--- src/rtl/iaddr_pkg.sv ---
package iaddr_pkg;
  typedef enum logic [2:0] {
    AM_PLAIN   = 3'd0,
    AM_POSTINC = 3'd1,
    AM_POSTDEC = 3'd2,
    AM_PREINC  = 3'd3,
    AM_OFFSET  = 3'd4,
    AM_PREDEC  = 3'd5
  } amode_t;

  localparam int MODE_W = 3;
  localparam int BYTE_W = 8;
endpackage

--- src/rtl/iaddr_calc.sv ---
module iaddr_calc
  import iaddr_pkg::*;
#(
  parameter int ADDR_W = 12,
  parameter int WREG_W = 8
) (
  input  logic [ADDR_W-1:0] ptr,
  input  logic [MODE_W-1:0] mode,
  input  logic [WREG_W-1:0] wreg,
  output logic [ADDR_W-1:0] addr,
  output logic [ADDR_W-1:0] nxt,
  output logic              upd,
  output logic              illegal
);
  localparam int EXT_W = ADDR_W - WREG_W;

  logic [ADDR_W-1:0] wreg_sx;
  logic [ADDR_W-1:0] ptr_inc;
  logic [ADDR_W-1:0] ptr_dec;

  assign wreg_sx = {{EXT_W{wreg[WREG_W-1]}}, wreg};
  assign ptr_inc = ptr + ADDR_W'(1);
  assign ptr_dec = ptr - ADDR_W'(1);

  always_comb begin
    addr    = ptr;
    nxt     = ptr;
    upd     = 1'b0;
    illegal = 1'b0;
    case (amode_t'(mode))
      AM_PLAIN: ;
      AM_POSTINC: begin
        nxt = ptr_inc;
        upd = 1'b1;
      end
      AM_POSTDEC: begin
        nxt = ptr_dec;
        upd = 1'b1;
      end
      AM_PREINC: begin
        addr = ptr_inc;
        nxt  = ptr_inc;
        upd  = 1'b1;
      end
      AM_OFFSET: addr = ptr + wreg_sx;
      default: illegal = 1'b1;
    endcase
  end
endmodule

--- src/rtl/iaddr_ptr_reg.sv ---
module iaddr_ptr_reg
  import iaddr_pkg::*;
#(
  parameter int ADDR_W = 12
) (
  input  logic              clk,
  input  logic              rst,
  input  logic              ld_hit,
  input  logic [ADDR_W-1:0] ld_value,
  input  logic              wr_lo_hit,
  input  logic              wr_hi_hit,
  input  logic [BYTE_W-1:0] wr_data,
  input  logic              upd_hit,
  input  logic [ADDR_W-1:0] upd_value,
  output logic [ADDR_W-1:0] value
);
  localparam int HI_W = ADDR_W - BYTE_W;

  always_ff @(posedge clk) begin
    if (rst) begin
      value <= '0;
    end else if (ld_hit) begin
      value <= ld_value;
    end else if (wr_lo_hit) begin
      value[BYTE_W-1:0] <= wr_data;
    end else if (wr_hi_hit) begin
      value[ADDR_W-1:BYTE_W] <= wr_data[HI_W-1:0];
    end else if (upd_hit) begin
      value <= upd_value;
    end
  end
endmodule

--- src/rtl/iaddr_unit.sv ---
module iaddr_unit
  import iaddr_pkg::*;
#(
  parameter int ADDR_W  = 12,
  parameter int WREG_W  = 8,
  parameter int NUM_PTR = 3,
  parameter int SEL_W   = 2
) (
  input  logic              clk,
  input  logic              rst,
  input  logic              wr_en,
  input  logic [SEL_W-1:0]  wr_sel,
  input  logic              wr_hi,
  input  logic [BYTE_W-1:0] wr_data,
  input  logic              ld_en,
  input  logic [SEL_W-1:0]  ld_sel,
  input  logic [ADDR_W-1:0] ld_value,
  input  logic              acc_en,
  input  logic [SEL_W-1:0]  acc_sel,
  input  logic [MODE_W-1:0] acc_mode,
  input  logic [WREG_W-1:0] wreg,
  output logic [ADDR_W-1:0] mem_addr,
  output logic              mem_strobe,
  output logic              acc_illegal
);
  logic [ADDR_W-1:0] ptr_q [NUM_PTR];
  logic [ADDR_W-1:0] cur_ptr;
  logic [ADDR_W-1:0] eff_addr;
  logic [ADDR_W-1:0] nxt_ptr;
  logic              need_upd;
  logic              mode_bad;
  logic              sel_ok;
  logic              acc_ok;

  assign sel_ok = 32'(acc_sel) < NUM_PTR;

  always_comb begin
    cur_ptr = '0;
    for (int i = 0; i < NUM_PTR; i++) begin
      if (acc_sel == SEL_W'(i)) cur_ptr = ptr_q[i];
    end
  end

  iaddr_calc #(.ADDR_W(ADDR_W), .WREG_W(WREG_W)) u_calc (
    .ptr     (cur_ptr),
    .mode    (acc_mode),
    .wreg    (wreg),
    .addr    (eff_addr),
    .nxt     (nxt_ptr),
    .upd     (need_upd),
    .illegal (mode_bad)
  );

  assign acc_ok = sel_ok && !mode_bad;

  for (genvar g = 0; g < NUM_PTR; g++) begin : g_ptr
    logic ld_hit;
    logic wr_lo_hit;
    logic wr_hi_hit;
    logic upd_hit;

    assign ld_hit    = ld_en && (ld_sel == SEL_W'(g));
    assign wr_lo_hit = wr_en && (wr_sel == SEL_W'(g)) && !wr_hi;
    assign wr_hi_hit = wr_en && (wr_sel == SEL_W'(g)) && wr_hi;
    assign upd_hit   = acc_en && acc_ok && need_upd && (acc_sel == SEL_W'(g));

    iaddr_ptr_reg #(.ADDR_W(ADDR_W)) u_reg (
      .clk       (clk),
      .rst       (rst),
      .ld_hit    (ld_hit),
      .ld_value  (ld_value),
      .wr_lo_hit (wr_lo_hit),
      .wr_hi_hit (wr_hi_hit),
      .wr_data   (wr_data),
      .upd_hit   (upd_hit),
      .upd_value (nxt_ptr),
      .value     (ptr_q[g])
    );
  end

  always_ff @(posedge clk) begin
    if (rst) begin
      mem_addr    <= '0;
      mem_strobe  <= 1'b0;
      acc_illegal <= 1'b0;
    end else begin
      mem_strobe  <= acc_en && acc_ok;
      acc_illegal <= acc_en && !acc_ok;
      if (acc_en && acc_ok) mem_addr <= eff_addr;
    end
  end
endmodule

--- config.mk ---
export PLATFORM = sky130hd
export DESIGN_NAME = iaddr_unit
export DESIGN_NICKNAME = d
export VERILOG_FILES = /design/src/rtl/iaddr_pkg.sv /design/src/rtl/iaddr_calc.sv /design/src/rtl/iaddr_ptr_reg.sv /design/src/rtl/iaddr_unit.sv
export SDC_FILE = /design/constraint.sdc
export NUM_CORES = 1
export LEC_CHECK = 0
export BUFFER_PORTS_ARGS = -buffer_cell sky130_fd_sc_hd__buf_4
export CAP_MARGIN = 0
export CELL_PAD_IN_SITES_DETAIL_PLACEMENT = 1
export CELL_PAD_IN_SITES_GLOBAL_PLACEMENT = 1
export CORE_UTILIZATION = 40
export CTS_BUF_LIST = sky130_fd_sc_hd__clkbuf_2
export DETAILED_ROUTE_END_ITERATION = 8
export PLACE_DENSITY_LB_ADDON = 0.1
export SYNTH_ARGS = -nofsm -noshare
export SYNTH_HDL_FRONTEND = slang
export SYNTH_SLANG_ARGS = --single-unit
--- constraint.sdc ---
create_clock -name clk -period 3.2 [get_ports clk]
set_input_delay 0.64 -clock clk [delete_from_list [all_inputs] [get_ports clk]]
set_output_delay 0.64 -clock clk [all_outputs]
set_load 0.005 [all_outputs]
Word-level counts from Yosys, hierarchy flattened
Cells that the tools add are included. W data, S select, Z words.

Flip-flop bits (word level): 50. Input port bits: 43. Output and inout port bits: 14. Logic and storage cells: 93.

$add $sub $neg: 3. Magnitude comparators: 1. Equal/unequal tests: 16. Mux-type cells: 24. Reduce and logical (&&, ||, !) cells: 40.

Operators by type and width (count): $mux W12 (9); $mux W8 (6); $pmux W12 S2 (2); $mux W4 (6); $logic_and A1 B1 Y1 (19); $reduce_bool A3 Y1 (6); $add A12 B1 Y12 const B (1); $add A12 B12 Y12 (1); $reduce_and A2 Y1 (6); $sub A12 B1 Y12 const B (1); $ne A3 B2 Y1 const B (3); $eq A2 B1 Y1 const B (3); $eq A2 B2 Y1 const B (3); $eq A3 B2 Y1 const B (2); $logic_not A2 Y1 (3); $ne A2 B2 Y1 const B (3); $reduce_or A5 Y1 (1); $eq A3 B1 Y1 const B (1); $eq A3 B3 Y1 const B (1); $logic_not A3 Y1 (1); $reduce_or A3 Y1 (1); $logic_not A1 Y1 (2); $lt A2 B2 Y1 const B (1); $reduce_or A2 Y1 (1); $mux W1 (1).

Logic depth before layout (Yosys ltp)
Word-level depth: 10. Depth in mapped cells: 15. Depth with buffers taken out: 13.

Cells and area by module
From an unflattened synthesis, not the netlist that was laid out.

Cell total of the unflattened synthesis: 542. Area, all modules: 4488.1 um^2.

Modules (own cells, without submodules): iaddr_ptr_reg (times used 3, cells an instance 75, area an instance 723.2 um^2, sequential area each 240.2 um^2); iaddr_calc (times used 1, cells an instance 199, area an instance 1327.5 um^2, sequential area each 0.0 um^2); iaddr_unit (times used 1, cells an instance 118, area an instance 991.0 um^2, sequential area each 280.3 um^2).

Least setup slack after synthesis
Ideal clock, no wire load.

Path type: input to register. From: input acc_sel[0]. To: register mem_addr[11]. Setup time: 0.130 ns. Arrival time: 3.216 ns. Data required time: 3.070 ns. Path slack: -0.146 ns. Stages on the path: 13. Path buffers: 1. Cell sequence: buf_6 -> mux2_4 -> a22oi_4 -> inv_2 -> ha_1 -> nor2_1 -> o221ai_1 -> a31oi_1 -> a21boi_1 -> o41a_1 -> a2111o_1 -> a32oi_1 -> o41ai_1.

Word-level cells in the longest chain between the ends: 6. Elaborated cells on any way between the ends: 12. Those cells by class: add/sub: 2; order compare: 1; eq/ne: 2; mux: 4; reduce/logical: 3.

Ends and longest elaborated chain: start: declaration (RTL line iaddr_unit.sv:19) `input logic [SEL_W-1:0] acc_sel,`; $logic_not A2 Y1 (RTL line iaddr_unit.sv:40) `if (acc_sel == SEL_W'(i)) cur_ptr = ptr_q[i];`; $mux W12 (3 in a row) (RTL line iaddr_unit.sv:40); $add A12 B12 Y12 / $add A12 B1 Y12 (equally long branches) (RTL line iaddr_calc.sv:45, iaddr_calc.sv:22); $pmux W12 S2 (RTL line iaddr_calc.sv:30) `case (amode_t'(mode))`; end signal: assignment (RTL line iaddr_unit.sv:89) `if (acc_en && acc_ok) mem_addr <= eff_addr;`; end: declaration (RTL line iaddr_unit.sv:22) `output logic [ADDR_W-1:0] mem_addr,`.

Several ways; a longest one is shown, not always the timed one. A chain may end at the register's enable or synchronous reset.

Final worst setup path
From: register g_ptr[0].u_reg.value[2]. To: register mem_addr[11].

Word-level cells in the longest chain between the ends: 5. Elaborated cells on any way between the ends: 6. Those cells by class: add/sub: 2; mux: 4.

Ends and longest elaborated chain: start: declaration (RTL line iaddr_ptr_reg.sv:15) `output logic [ADDR_W-1:0] value`; start signal: assignment (RTL line iaddr_ptr_reg.sv:23) `value <= ld_value;`; start signal: indexed assignment (RTL line iaddr_ptr_reg.sv:25) `value[BYTE_W-1:0] <= wr_data;`; start signal: indexed assignment (RTL line iaddr_ptr_reg.sv:27) `value[ADDR_W-1:BYTE_W] <= wr_data[HI_W-1:0];`; $mux W12 * (3 in a row) (RTL line iaddr_unit.sv:40); $add A12 B12 Y12 / $add A12 B1 Y12 (equally long branches) (RTL line iaddr_calc.sv:45, iaddr_calc.sv:22); $pmux W12 S2 * (RTL line iaddr_calc.sv:30).

Every way passes the cells marked *; elsewhere a longest branch is shown, timed or not.

==> flow_summary.yaml <==
run_status:
  outcome: "complete, no violations"
die:
  row_count: 37
  num_io_pins: 57
  die_x_um: 105
  die_area_um2: 11100
  die_h_um: 105
  initial_utilization_pct: 41.3
  coreArea_um2: 10300
synthesis:
  ys_seq_elements: 50
  async_flop_share_pct: 0
  yosys_warnings: 0
  syn_inst: 572
  avgSynthCellArea_um2: 7.45
  synth-seq-area-share_pct: 23.5
  synth_nets: 627
  synth.distinct_cells: 79
  synth_ff_type: "dfxtp_1"
  synth_area_um2: 4260
  synth_edf_count: 0
job:
  cap_violations: 0
placed_design:
  io_buffers: 56
  dp.cells: 772
  dp.final_hpwl_um: 11700
  dpl_cell_area_um2: 5040
  gp_congestion: 0.885
pwr:
  comb_power_share_pct: 35.5
  p_switching_mw: 0.615
  leakagePower_nw: 2.09
  ir_worst_vdd_mv: 0.145
  seq_power_share_pct: 43.6
  sw_frac_of_total_pct: 38.6
  p_int_mw: 0.978
  power.share.clock_pct: 20.9
  p_per_area_nw_per_um2: 313
layout:
  finalInstanceArea_um2: 5090
  antennaDiodeCount: 0
  fillers: 1321
  synthToLayoutAreaGrowth_pct: 19.5
  num-nets-final: 698
  drive_gt1_share_pct: 23.0
  final_cells: 780
  fin_util_pct: 49.3
routing:
  wire_per_inst_um: 19.6
  routed_via_density: 6.05
  first_pass_iters: 4
  dr.first_iter.drc_count: 189
  drc: 0
  ant_nets: 0
  num_vias: 4721
  finalWirelength_um: 15300
sta:
  period_share_pct: 91.8
  maxSlewViolCount: 0
  max_clock_freq_mhz: 340
  min_period_ns: 2.94
  finalHoldViolCount: 0
  slew_headroom_pct: 49.8
  setup_viol: 0
  worst_pin_slew_ns: 0.751
  worst_clock_skew_ns: 0.0216
  rsz0062_at_grt: "false"
setup_path:
  path_cells: "mux2_4 -> a22oi_4 -> inv_4 -> ha_4 -> nor3_2 -> nor2_1 -> a31oi_1 -> nor2_1 -> o41a_1 -> a2111o_1 -> a32oi_1 -> o41ai_1"
  required_ns: 3.63
  worst_setup_path_start_kind: "register"
  cp_top_family: "compound AO/OA/AOI/OAI gates"
  crit_fanout: 5
  cpMostUsedCell: "nor2_1"
  cp.depth: 12
  worstPathArrival_ns: 3.37
  r2r_cells: 12
  slowest_delay_ns: 0.47
  cp_slowest_cell: "o41a_1"
  crit_buf_inv: 1
  crit_type: "reg2reg"
  cp-end-kind: "register"
worst_hold_path:
  holdCritPathClass: "in2reg"
  hold_depth: 3
global_routing:
  grt_antenna_before_repair: 0
  grt_max_degree: 54
  grt_pass1_vias: 4857
  grt.total_usage_pct: 28.5
  grt_overflow: 0
  grt_first_pass_wirelength_um: 25000
clock_network:
  cts-root-buf: "clkbuf_2"
  cts_buffer_depth: 2
  cts_buffers: 5
  cts_tree: "built"
  postCtsSetupBuffers: 0
  clock_sinks: 50
  clk_latency_ns: 0.51
  clk_pin_slew_ns: 0.34
  htreeDepth: 2
  cts_resized: 0
  cts_hold_buffers: 0
-- logic make-up after synthesis --
family,count (synthesis),share of synthesized area [%]
flops,50,23.5
xor+xnor,15,3.08
buf+inv,51,5.20
fa+ha+maj,13,3.76
mux,20,4.99
simple gates,240,28.4
compound gates,183,31.0
-- path summary, 6_finish.rpt --
check / from / end / slack [ns]
hold reg to reg: g_ptr[2].u_reg.value[1] / g_ptr[2].u_reg.value[1] / 0.49
setup reg to reg: g_ptr[0].u_reg.value[2] / mem_addr[11] / 0.26
setup / recovery: g_ptr[0].u_reg.value[2] / mem_addr[11] / 0.26
hold / removal: ld_value[5] / g_ptr[0].u_reg.value[5] / 0.32
-- power groups by stage --
stage,registers [mW],clock network [mW],logic (mW)
2_1_floorplan,0.698,0,0.347
3_3_place_gp,0.703,0,0.539
3_5_place_dp,0.705,0,0.559
4_1_cts,0.694,0.333,0.562
5_1_grt,0.700,0.361,0.616
6_report,0.695,0.333,0.565
-- cell usage after synthesis, types with 3 or more instances --
master,number,area (µm²)
clkbuf_1,23,86.3
inv_1,11,41.3
nand3b_1,4,30.0
a2111oi_0,4,35.0
nand4_1,8,50.1
o22ai_1,6,37.5
nand3_1,16,80.1
dfxtp_1,50,1000
xnor2_1,11,96.3
a221o_1,7,70.1
or3_1,9,56.3
nand2b_1,8,50.1
a31oi_1,4,25.0
buf_2,6,30.0
and2_1,6,37.5
nor3b_1,3,22.5
a21oi_1,42,210
a211oi_1,13,97.6
inv_2,4,15.0
nor2_1,81,304
a311oi_1,9,78.8
nor3_1,24,120
o21ai_0,37,185
nor4_1,6,37.5
nor3_2,4,40.0
nand2_1,46,173
xor2_1,4,35.0
and3_1,5,31.3
o21bai_1,3,22.5
a31o_2,3,26.3
a2bb2oi_2,5,75.1
mux2i_1,17,170
a21o_1,3,22.5
or2_2,5,31.3
buf_6,3,33.8
o211a_1,3,30.0
ha_1,12,150
a32oi_1,3,26.3
o211ai_1,11,82.6
a221oi_1,3,26.3
buf_1,3,11.3
o221ai_1,6,52.6
-- per-stage QoR --
step | hold WS, ns | worst slack, ns | TNS [ns] | power, mW
2_1_floorplan | 0.432 | 0.00269 | 0 | 1.04
3_3_place_gp | 0.457 | -0.136 | -0.170 | 1.24
3_5_place_dp | 0.462 | -0.250 | -0.652 | 1.26
4_1_cts | 0.295 | 0.240 | 0 | 1.59
5_1_grt | 0.289 | 0.0255 | 0 | 1.68
6_report | 0.317 | 0.263 | 0 | 1.59
-- state kept, by name, summed over array words and instances, names as in the netlist --
signal             cells
mem_addr              12
mem_strobe             1
g_ptr.u_reg.value     36
acc_illegal            1
-- layer usage --
layer,part of all wire (%),GRT usage [%],up-vias
met5,0,0,-
met4,1.6,8.75,0
met3,3.6,3.12,20
met2,49,49.4,126
met1,46,36.7,2291
li1,-,-,2284
-- layout by cell type (no fill, tap or decap), types with 7 or more instances in the layout --
cell,instances
nor2_1,81
or3_1,9
nand2b_1,8
nand2_1,46
inv_1,11
a221o_1,7
a311oi_1,9
buf_4,99
nor3_1,23
o211ai_1,11
ha_1,11
o21ai_0,37
nand4_1,8
a21oi_1,42
nand3_1,16
dfxtp_1,50
a211oi_1,12
mux2i_1,17
xnor2_1,11
-- layout make-up --
type / count / area, µm² / area share [%]
clock buffer: 5 / 25.0 / 0.492
multi-input combinational: 471 / 3060 / 60.1
timing repair buffer: 99 / 743 / 14.6
tap: 136 / 170 / 3.34
sequential: 50 / 1000 / 19.7
clock inverter: 3 / 28.8 / 0.565
inverter: 16 / 63.8 / 1.25
-- worst register-to-register path, delay by kind of cell, from the launching register on --
family | cells | cell delay (ns)
flops | 1 | 0.40
mux | 1 | 0.28
compound gates | 6 | 1.59
buf+inv | 1 | 0.05
fa+ha+maj | 1 | 0.17
simple gates | 3 | 0.36
Power figures use the tool's default switching activity.
